### src/rtl/bkclk_pkg.sv
package bkclk_pkg;

  typedef enum logic {
    SRC_PLL    = 1'b0,
    SRC_BACKUP = 1'b1
  } clk_src_e;

  localparam int unsigned DEF_STRETCH = 8;
  localparam int unsigned DEF_SYNC    = 2;

endpackage

### src/rtl/bkclk_sync.sv
module bkclk_sync #(
  parameter int unsigned STAGES = 2
) (
  input  logic clk,
  input  logic rst_n,
  input  logic d,
  output logic q
);

  logic [STAGES-1:0] stg_q;
  logic [STAGES-1:0] stg_n;

  generate
    if (STAGES == 1) begin : g_one
      always_comb stg_n = d;
    end else begin : g_chain
      always_comb stg_n = {stg_q[STAGES-2:0], d};
    end
  endgenerate

  always_ff @(posedge clk or negedge rst_n) begin
    if (!rst_n) stg_q <= '0;
    else        stg_q <= stg_n;
  end

  assign q = stg_q[STAGES-1];

endmodule

### src/rtl/bkclk_select.sv
module bkclk_select
  import bkclk_pkg::*;
(
  input  logic     clk,
  input  logic     rst_n,
  input  logic     limp_en,
  input  logic     hold_bit,
  input  logic     sw_req,
  input  logic     hreset_i,
  input  logic     lock_s,
  output clk_src_e src_o,
  output logic     sw_go_o
);

  clk_src_e src_q, src_n;
  logic     lock_d_q, lock_d_n;
  logic     lock_lost;
  logic     failover;
  logic     sw_go;

  // A loss is a 1->0 transition of the synchronized lock, so the
  // never-locked power-up period does not count as one.
  always_comb begin
    lock_d_n  = lock_s;
    lock_lost = lock_d_q & ~lock_s;
    failover  = limp_en & ~hold_bit & hreset_i & lock_lost;
    sw_go     = limp_en & sw_req;
    if (src_q == SRC_BACKUP || sw_go || failover) src_n = SRC_BACKUP;
    else                                          src_n = SRC_PLL;
  end

  always_ff @(posedge clk or negedge rst_n) begin
    if (!rst_n) begin
      src_q    <= SRC_PLL;
      lock_d_q <= 1'b0;
    end else begin
      src_q    <= src_n;
      lock_d_q <= lock_d_n;
    end
  end

  assign src_o   = src_q;
  assign sw_go_o = sw_go;


  sticky_backup_chk: assert property (@(posedge clk) disable iff (!rst_n)
    (src_q == SRC_BACKUP) |=> (src_q == SRC_BACKUP));


  hold_keeps_sel_chk: assert property (@(posedge clk) disable iff (!rst_n)
    (hold_bit && !sw_req) |=> $stable(src_q));


  no_limp_no_switch_chk: assert property (@(posedge clk) disable iff (!rst_n)
    !limp_en |=> $stable(src_q));

endmodule

### src/rtl/bkclk_stretch.sv
module bkclk_stretch #(
  parameter int unsigned STRETCH_CYC = 8
) (
  input  logic clk,
  input  logic rst_n,
  input  logic cause_i,
  output logic hreset_o
);

  localparam int unsigned CW = $clog2(STRETCH_CYC + 1);
  localparam logic [CW-1:0] LOAD = CW'(STRETCH_CYC);

  logic [CW-1:0] cnt_q, cnt_n;
  logic          hr_q, hr_n;

  always_comb begin
    cnt_n = cnt_q;
    hr_n  = 1'b0;
    if (cause_i) begin
      cnt_n = LOAD;
      hr_n  = 1'b1;
    end else if (cnt_q != '0) begin
      cnt_n = cnt_q - 1'b1;
      hr_n  = 1'b1;
    end
  end

  always_ff @(posedge clk or negedge rst_n) begin
    if (!rst_n) begin
      cnt_q <= LOAD;
      hr_q  <= 1'b1;
    end else begin
      cnt_q <= cnt_n;
      hr_q  <= hr_n;
    end
  end

  assign hreset_o = hr_q;

  // Checker: consecutive edges with no reset cause, saturating.
  logic [CW:0] quiet_q;
  always_ff @(posedge clk or negedge rst_n) begin
    if (!rst_n)                         quiet_q <= '0;
    else if (cause_i)                   quiet_q <= '0;
    else if (quiet_q != {(CW+1){1'b1}}) quiet_q <= quiet_q + 1'b1;
  end


  min_stretch_chk: assert property (@(posedge clk) disable iff (!rst_n)
    $fell(hr_q) |-> (quiet_q >= (CW+1)'(STRETCH_CYC)));

endmodule

### src/rtl/bkclk_supervisor.sv
module bkclk_supervisor
  import bkclk_pkg::*;
#(
  parameter int unsigned STRETCH_CYC = DEF_STRETCH,
  parameter int unsigned SYNC_STAGES = DEF_SYNC
) (
  input  logic clk,
  input  logic por_n,
  input  logic pll_locked,
  input  logic rst_req,
  input  logic limp_en,
  input  logic hold_on_unlock,
  input  logic sw_fallback,
  output logic clk_sel,
  output logic on_backup,
  output logic hreset
);

  logic     rst_n_sync;
  logic     lock_s;
  logic     sw_go;
  logic     hold_rst;
  logic     cause;
  logic     hr;
  clk_src_e src;

  bkclk_sync #(.STAGES(2)) u_por_sync (
    .clk   (clk),
    .rst_n (por_n),
    .d     (1'b1),
    .q     (rst_n_sync)
  );

  bkclk_sync #(.STAGES(SYNC_STAGES)) u_lock_sync (
    .clk   (clk),
    .rst_n (rst_n_sync),
    .d     (pll_locked),
    .q     (lock_s)
  );

  bkclk_select u_sel (
    .clk      (clk),
    .rst_n    (rst_n_sync),
    .limp_en  (limp_en),
    .hold_bit (hold_on_unlock),
    .sw_req   (sw_fallback),
    .hreset_i (hr),
    .lock_s   (lock_s),
    .src_o    (src),
    .sw_go_o  (sw_go)
  );

  always_comb begin
    hold_rst = hold_on_unlock & hr & ~lock_s;
    cause    = rst_req | sw_go | hold_rst;
  end

  bkclk_stretch #(.STRETCH_CYC(STRETCH_CYC)) u_stretch (
    .clk      (clk),
    .rst_n    (rst_n_sync),
    .cause_i  (cause),
    .hreset_o (hr)
  );

  assign clk_sel   = (src == SRC_BACKUP);
  assign on_backup = (src == SRC_BACKUP);
  assign hreset    = hr;


  hold_until_lock_chk: assert property (@(posedge clk) disable iff (!rst_n_sync)
    (hold_on_unlock && hr && !lock_s) |=> hr);


  sw_fallback_chk: assert property (@(posedge clk) disable iff (!rst_n_sync)
    (limp_en && sw_fallback) |=> (clk_sel && hreset));

endmodule

### config.mk
export PLATFORM = sky130hd
export DESIGN_NAME = bkclk_supervisor
export DESIGN_NICKNAME = d
export VERILOG_FILES = /design/src/rtl/bkclk_pkg.sv /design/src/rtl/bkclk_sync.sv /design/src/rtl/bkclk_select.sv /design/src/rtl/bkclk_stretch.sv /design/src/rtl/bkclk_supervisor.sv
export SDC_FILE = /design/constraint.sdc
export NUM_CORES = 1
export LEC_CHECK = 0
export ABC_AREA = 1
export BUFFER_PORTS_ARGS = -buffer_cell sky130_fd_sc_hd__buf_2
export CAP_MARGIN = 20
export CELL_PAD_IN_SITES_DETAIL_PLACEMENT = 1
export CELL_PAD_IN_SITES_GLOBAL_PLACEMENT = 1
export CORE_MARGIN = 4
export CORE_UTILIZATION = 37
export CTS_CLUSTER_SIZE = 25
export DETAILED_ROUTE_END_ITERATION = 8
export PLACE_DENSITY = 0.75
export SLEW_MARGIN = 5
export SYNTH_ARGS = -nofsm -noshare
export SYNTH_HDL_FRONTEND = slang
export SYNTH_SLANG_ARGS = --single-unit
### constraint.sdc
create_clock -name clk -period 0.8 [get_ports clk]
set_input_delay 0.08 -clock clk [delete_from_list [all_inputs] [get_ports clk]]
set_output_delay 0.08 -clock clk [all_outputs]
set_load 0.03 [all_outputs]
# --- Word-level counts from Yosys, hierarchy flattened ---
# Cells that the tools add are included.
# W data, S select, Z words.
totals:
  ff_bits: 11
  word_cells: 27
  input_bits: 7
op_classes:
  bitwise: 11
  addsub: 1
  n_mux: 5
  n_reduce_logical: 4
ops:
  columns: ["operator", "count"]
  rows:
  - ["$mux W4", 2]
  - ["$and A1 B1 Y1", 7]
  - ["$reduce_bool A4 Y1", 1]
  - ["$sub A4 B1 Y4 const B", 1]
  - ["$mux W1", 3]
  - ["$logic_or A1 B1 Y1", 2]
  - ["$not A1 Y1", 2]
  - ["$or A1 B1 Y1", 2]
  - ["$reduce_bool A2 Y1", 1]

# --- Logic depth before layout (Yosys ltp) ---
# Gate-level depths: netlist (run 1).
depth:
  ltp_word: 6
  ltp_mapped: 6

# --- By module ---
# A second synthesis (run 1) with hierarchy kept.
unflattened:
  hier_cells: 52
  hier_area_um2: 475.5
modules_own_cells:
  columns: ["mod", "area_per_inst_um2", "n_inst", "seq_area_each_um2", "cells_per_inst"]
  rows:
  - ["bkclk_stretch", 256.5, 1, 127.6, 30]
  - ["bkclk_sync", 50.0, 2, 50.0, 2]
  - ["bkclk_select", 91.3, 1, 50.0, 12]
  - ["bkclk_supervisor", 27.5, 1, 0.0, 6]

# --- Worst setup path before layout (run 1) ---
# Ideal clock, no wire load.
synth_timing:
  path_type: "register to register"
  startpoint: "register u_stretch.cnt_q[0]"
  endpoint: "register u_stretch.cnt_q[0]"
  setup_time_ns: 0.117
  path_stages_with_launch: 7
  period_less_slack_ns: 1.011
  t_arrival_ns: 0.894
  path_slack_ns: -0.211
  required_time_ns: 0.683
  cell_sequence: "dfrtp_1 inv_1 ha_1 nand2_2 nand2_1 nand2_1 nor2_2"
synth_between:
  elab_chain_cells: 3
  word_cells_on_any_way: 5
  cone_classes: "add/sub: 1; mux: 2; reduce/logical: 2"
synth_rtl:
  columns: ["item", "line_no", "text"]
  rows:
  - ["start, declared", "bkclk_stretch.sv:13", "logic [CW-1:0] cnt_q, cnt_n;"]
  - ["start signal, assigned", "bkclk_stretch.sv:33", "cnt_q <= cnt_n;"]
  - ["$sub A4 B1 Y4", "bkclk_stretch.sv:23", "cnt_n = cnt_q - 1'b1;"]
  - ["$mux W4", "bkclk_stretch.sv:22", "end else if (cnt_q != '0) begin"]
  - ["$mux W4", "bkclk_stretch.sv:19", "if (cause_i) begin"]
# Parallel ways exist; a longest one is shown, timed or not. The select of a mux whose other input is x is not followed.
# A chain may end at the register's enable or synchronous reset.

# --- Worst setup path after layout (run 1) ---
layout_timing:
  startpoint: "register u_stretch.hr_q (netlist: u_stretch.hreset_o)"
  endpoint: "output hreset"
layout_lines:
  columns: ["item", "line_no", "text"]
  rows:
  - ["start, declared", "bkclk_stretch.sv:14", "logic hr_q, hr_n;"]
  - ["start signal, assigned", "bkclk_stretch.sv:34", "hr_q <= hr_n;"]
  - ["end, declared", "bkclk_supervisor.sv:16", "output logic hreset"]
# No word-level cell between the ends.

==> results of run 1 <==
routing by layer:
| metal | part of all wire [%] | routed length [µm] | GRT usage (%) | up-vias |
|---|---|---|---|---|
| li1 | - | - | - | 202 |
| met1 | 41 | 422 | 15.3 | 192 |
| met2 | 54 | 560 | 22.4 | 7 |
| met3 | 4.6 | 47 | 2.44 | 0 |
| met4 | 0 | 0 | 1.81 | 0 |
| met5 | 0 | 0 | 0 | - |
where the power goes:
group / switching, mW / total (mW) / internal, mW
clock: 0.178 / 0.362 / 0.184
sequential: 0.0338 / 0.636 / 0.602
combinational: 0.162 / 0.310 / 0.148
cells by family after synthesis:
group,count (synthesis)
AO/OA/AOI/OAI,3
XOR/XNOR,1
adder cells (fa/ha/maj),2
buffers and inverters,8
flip-flops,11
other,1
AND/OR/NAND/NOR,27
layout by cell type, fill, tap and decap left out, drive strengths merged, types with 2 or more instances in the layout:
| cell | n |
|---|---|
| buf | 14 |
| nand2 | 13 |
| dfrtp | 9 |
| inv | 7 |
| nor2 | 6 |
| nand3 | 5 |
| clkbuf | 3 |
| a21oi | 3 |
| ha | 2 |
| dlygate4sd3 | 2 |
| dfstp | 2 |
| nor3 | 2 |
through the flow:
step	hold slack (ps)	TNS, ps	power, mW	cell area, µm²
6_report	61.6	-1530	1.31	678
2_1_floorplan	-216	-976	0.821	510
3_5_place_dp	-132	-918	0.926	596
4_1_cts	56.8	-1410	1.31	671
3_3_place_gp	-135	-814	0.911	596
5_1_grt	65.8	-2220	1.42	678
state kept, by name, summed over array words and instances (netlist names):
signal,count
u_lock_sync.stg_q,2
u_por_sync.stg_q,2
u_sel.lock_d_q,1
u_sel.src_o,1
u_stretch.cnt_q,4
u_stretch.hreset_o,1
what timing repair did:
| item | CTS | global route |
|---|---|---|
| setup endpoints to repair | 9 | 9 |
| gates resized for setup | 8 | 0 |
| setup buffers | 0 | 1 |
| cloned | 0 | 0 |
| hold buffers | 2 | 0 |
| pin swaps | 5 | 0 |
| endpoints found under the hold margin | 3 | 0 |
layout make-up:
class                           count  area [µm²]  area share, %
Clock buffer                        3        22.5           3.32
Clock inverter                      1        5.00          0.738
Inverter                            7        26.3           3.87
Multi-Input combinational cell     34         208           30.6
Sequential cell                    11         278           41.0
Tap cell                           14        17.5           2.58
Timing Repair Buffer               16         121           17.9
final timing paths:
kind	startpoint	slack (ps)	cells past startpoint	to
setup / recovery	u_stretch.hreset_o$_DFF_PN1_	-240	1	hreset
hold / removal	sw_fallback	60	3	u_sel.src_o$_DFF_PN0_
setup reg to reg	u_stretch.cnt_q[0]$_DFFE_PN0P_	-240	6	u_stretch.cnt_q[0]$_DFFE_PN0P_
hold reg to reg	u_por_sync.stg_q[1]$_DFF_PN0_	140	0	u_stretch.cnt_q[2]$_DFFE_PN0P_
max in group asynchronous	u_por_sync.stg_q[1]$_DFF_PN0_	360	0	u_stretch.hreset_o$_DFF_PN1_
min in group asynchronous	por_n	120	2	u_por_sync.stg_q[0]$_DFF_PN0_
==> results.toml, run 1 <==
[status]
status = "finished, violations left"
violations = "setup timing"

[synthesis]
syn-num-nets = 62
yosysTopAreaCell = "dfrtp_1"
yosys_warnings = 0
synth.distinct_cells = 15
synth_simple_gate_area_share_pct = 25.0
postSynthAreaPerCell_um2 = 9.16
ys_seq_area_share_pct = 57.2
synth_compound_area_share_pct = 3.09
synth_xor_area_share_pct = 1.80
synth.top_cells.by_area = "dfrtp_1 46%, dfstp_2 11%, nand2_1 9.3%"
synth_top_family_by_area = "simple AND/OR/NAND/NOR gates"
syn-cell-area_um2 = 485
synth.top_cells.by_count = "12 x nand2_1, 9 x dfrtp_1, 7 x inv_1"
synth_most_common_cell = "nand2_1"
ys_ff_latch = 11
synthFlopType = "dfrtp_1"
syn_inst = 53
yosys.area_share.adder_pct = 5.15
async_flop_share_pct = 100
synth-edff-count = 0
synth.area.mux_share_pct = 0
synth_top_area_share_pct = 46.4

[die]
dieArea_um2 = 1960
start_util_pct = 41.5
rows = 12
ios = 10
core_um2 = 1170
die_x_um = 44.2
die_h_um = 44.2

[timing]
setup_violations = 9
finClkSkew_ps = 3.43
drv_slew = 0
fin_crit_ps = 1040
rsz0062_at_grt = "true"
hold_viol_final = 0
setup_ws_ps = -242
finalCritPeriodShare_pct = 130
max_freq_mhz = 960

[cells_and_area]
area_delta_synth_final_pct = 39.7
post-route-util_pct = 57.9
drive_gt1_share_pct = 40.3
fill_cells = 141
nets = 82
stdcell_count = 86
num_antenna_cells = 0

[setup_path]
max_stage_delay_ps = 570
path_cells = "buf_6"
end_kind = "output pin"
cp-start-kind = "flop"
crit_buf_inv = 1
critPathRequiredTime_ps = 720
worstPathArrival_ps = 960
crit_family = "flip-flops"
cp_max_fo = 4
cp_slowest_cell = "dfstp_2"
crit_type = "flop to output pin"

[clock_tree]
cts_tree = "yes"
cts_root_buffer = "clkbuf_4"
clkSinkCount = 11
clkTransAtPathRegs_ps = 70
cts_max_level = 1
numCtsBuffers = 3
clock_latency_ps = 260
cts.path.max_buffers = 2

[global_route]
grt_pass1_wl_um = 1830
antenna_found_initial = 0
grt_max_degree = 10
grt_remaining_overflow = 0
grt_pass1_vias = 443
grt_usage_pct = 12.3

[run]
maxCapViolCount = 0

[min_path]
worstHoldPathType = "input pin to flop"

[place]
io_buffers = 9
dp_hpwl_um = 766
place_ws_ps = -198
gp_congestion = 0.733
dp.cells = 79

[drt]
drt_iter0_drc = 6
drtPass1Iterations = 4
drc_errors = 0
wl_um = 1030
wl_per_cell_um = 12.0
num_vias = 401
vias_per_cell = 4.66
postRouteAntennaNets = 0

[pwr]
ir_worst_vdd_mv = 1.18
p_per_area_nw_per_um2 = 1930
p_leak_nw = 0.337
Note: power is estimated with default switching activity, not from simulation.
==> run 2: changes to the inputs <==
--- a/config.mk
+++ b/config.mk
@@ -6,16 +6,18 @@
 export NUM_CORES = 1
 export LEC_CHECK = 0
 export ABC_AREA = 1
-export BUFFER_PORTS_ARGS = -buffer_cell sky130_fd_sc_hd__buf_2
 export CAP_MARGIN = 20
 export CELL_PAD_IN_SITES_DETAIL_PLACEMENT = 1
 export CELL_PAD_IN_SITES_GLOBAL_PLACEMENT = 1
-export CORE_MARGIN = 4
-export CORE_UTILIZATION = 37
+export CORE_AREA = 4 4 41 43
 export CTS_CLUSTER_SIZE = 25
 export DETAILED_ROUTE_END_ITERATION = 8
-export PLACE_DENSITY = 0.75
+export DIE_AREA = 0 0 45 47
+export DONT_BUFFER_PORTS = 1
+export PLACE_DENSITY = 0.64
+export RECOVER_POWER = 100
 export SLEW_MARGIN = 5
 export SYNTH_ARGS = -nofsm -noshare
 export SYNTH_HDL_FRONTEND = slang
+export SYNTH_HIERARCHICAL = 1
 export SYNTH_SLANG_ARGS = --single-unit
==> run 2 against run 1 <==
Against the previous run: the run still ends with setup timing left; cell area increased by 11%; register-to-register slack lost 160 ps; worst hold slack got worse by 30 ps; clock power is 4% higher; critical path type is now flop to flop; critical endpoint is now u_stretch/cnt_q[1]$_DFFE_PN0P_; largest cell class unchanged; largest power group unchanged.
==> results.toml, run 2 <==
[drt]
drc_errors = 0
drt_iter0_drc = 4
drtPass1Iterations = 3
num_vias = 404
postRouteAntennaNets = 0
wl_um = 1280
vias_per_cell = 4.44
wl_per_cell_um = 14.0

[timing]
setup_ws_ps = -404
tns_ps = -2680
fin_crit_ps = 1200
finalCritPeriodShare_pct = 150
finClkSkew_ps = 4.34
max_freq_mhz = 831
rsz0062_at_grt = "true"
drv_slew = 0
setup_violations = 9
hold_viol_final = 0

[min_path]
worstHoldPathType = "input pin to asynchronous set/reset pin"

[synthesis]
async_flop_share_pct = 100
synth_compound_area_share_pct = 2.11
synth.top_cells.by_area = "dfrtp_1 47%, dfstp_2 11%, nand2_1 8.7%"
synth_top_area_share_pct = 47.4
synth-edff-count = 0
synth.area.mux_share_pct = 0
syn_inst = 52
yosys.area_share.adder_pct = 2.63
postSynthAreaPerCell_um2 = 9.14
ys_seq_area_share_pct = 58.4
syn-cell-area_um2 = 475
synth.distinct_cells = 17
syn-num-nets = 60
synth.top_cells.by_count = "11 x nand2_1, 9 x dfrtp_1, 9 x inv_1"
synth_most_common_cell = "nand2_1"
yosysTopAreaCell = "dfrtp_1"
synth_simple_gate_area_share_pct = 23.9
yosys_warnings = 6
ys_ff_latch = 11
synth_top_family_by_area = "simple AND/OR/NAND/NOR gates"
synth_xor_area_share_pct = 1.84
synthFlopType = "dfrtp_1"

[global_route]
use_met3_pct = 3.45
gr-usage-met1_pct = 15.9
grt_pass1_vias = 471
grt.busiest_layer = "met2"
grt_remaining_overflow = 0
gr-usage-met2_pct = 27.4
grt_pass1_wl_um = 2110
grt_usage_pct = 14.8
antenna_found_initial = 0
grt_max_degree = 10

[die]
start_util_pct = 36.5
die_h_um = 47
ios = 10
dieArea_um2 = 2120
rows = 13
core_um2 = 1300
die_x_um = 45

[status]
violations = "setup timing"
status = "finished, violations left"

[cells_and_area]
fill_cells = 152
top_register = "u_stretch/cnt_q"
drive_gt1_share_pct = 60.5
ff_latch_area_um2 = 279
nets = 85
num_antenna_cells = 0
largest_reg_flops = 4
area_delta_synth_final_pct = 57.9
reg_top3 = "u_stretch/cnt_q x4, u_lock_sync/stg_q x2, u_por_sync/stg_q x2"
final_cell_mix = "14 x buf_4, 8 x dfrtp_1, 6 x inv_2, 6 x nand2_1"
multiInputGateArea_um2 = 200
final_common_cell = "buf_4"

[pwr]
p_leak_nw = 0.385
ir_worst_vdd_mv = 1.38
pwr-share-seq_pct = 46.1
clkPwrFrac_pct = 26.8
p_per_area_nw_per_um2 = 1870
total_power_mw = 1.40
comb_power_share_pct = 27.1
switching_share_pct = 28.7
p_switching_mw = 0.402
p_int_mw = 0.999

[clock_tree]
cts_root_buffer = "clkbuf_4"
numCtsBuffers = 3
cts_max_level = 1
cts_tree = "yes"
clkSinkCount = 11
clkTransAtPathRegs_ps = 70
cts.path.max_buffers = 2
clock_latency_ps = 270

[place]
gp_congestion = 0.810
dp_hpwl_um = 742
io_buffers = 0

[setup_path]
cp_max_fo = 5
end_kind = "flop"
crit_type = "flop to flop"
worstPathArrival_ps = 1400
critPathRequiredTime_ps = 1000
cp-start-kind = "flop"
worstRegToRegCells = 7

[run]
maxCapViolCount = 0
## run 2: cell count changes after synthesis, sizes merged, moves of 2 or more
cell   before  now
a21oi       3    1
nor3        2    0
inv         7   11
nand3       5    3
## run 2: cell type report
type                    instances  share of cell area [%]
multi-input cells              29                    26.7
clock buffers                   3                    3.00
clock inverters                 1                   0.667
well taps                      15                    2.50
inverters                      11                    5.50
repair buffers                 21                    24.5
flip-flops and latches         11                    37.2
## run 2: timing repair
| action | in CTS | in global routing |
|---|---|---|
| pin swaps | 10 | 4 |
| resized for setup | 10 | 9 |
| endpoints found under the setup margin | 9 | 9 |
| hold buffers | 2 | 1 |
| endpoints found under the hold margin | 3 | 1 |
| setup buffers | 3 | 3 |
## run 2: worst max-delay path: stages (launching register included)
cell	delay (ps)
dfstp_2	550
nand3_2	80
nand2_2	90
inv_2	70
nand2_4	70
nor2_4	60
buf_6	110
o21ai_2	110
## run 2: worst paths after layout
path                                                from                             end  slack, ps
setup / recovery            u_stretch/hreset_o$_DFF_PN1_  u_stretch/cnt_q[1]$_DFFE_PN0P_       -400
hold / removal                                     por_n   u_por_sync/stg_q[0]$_DFF_PN0_         30
setup reg to reg            u_stretch/hreset_o$_DFF_PN1_  u_stretch/cnt_q[1]$_DFFE_PN0P_       -400
hold reg to reg            u_por_sync/stg_q[1]$_DFF_PN0_  u_stretch/cnt_q[1]$_DFFE_PN0P_        150
max in group asynchronous  u_por_sync/stg_q[1]$_DFF_PN0_  u_stretch/cnt_q[3]$_DFFE_PN1P_        330
min in group clk                                 limp_en           u_sel/src_o$_DFF_PN0_         30
## run 2: metrics by stage
step / hold slack, ps / cells / area [µm²] / setup slack, ps / utilization [%]
floorplan: -216 / 52 / 484 / -379 / -
global placement: -216 / 78 / 586 / -350 / 45.0
detailed placement: -216 / 78 / 586 / -396 / 45.0
CTS: 3.89 / 87 / 692 / -338 / 53.2
global route: 13.9 / 91 / 751 / -470 / 57.7
finish: 31.4 / 91 / 751 / -404 / 57.7
## run 2: cells by family after synthesis
kind of cell / count (synthesis)
flops: 11
fa+ha+maj: 1
xor+xnor: 1
compound gates: 2
simple gates: 24
other cells: 1
buf+inv: 12
## run 2: power groups by stage
| stage | logic, mW | clock network, mW | registers, mW |
|---|---|---|---|
| floorplan | 0.140 | 0 | 0.653 |
| global placement | 0.256 | 0 | 0.649 |
| detailed placement | 0.261 | 0 | 0.653 |
| CTS | 0.330 | 0.388 | 0.643 |
| global route | 0.416 | 0.431 | 0.652 |
| finish | 0.380 | 0.376 | 0.645 |
## run 2: routing by layer
layer	part of all wire [%]	wire length [µm]
met5	0	0
met1	43	554
met3	4.0	51
met4	0.94	12
met2	52	659
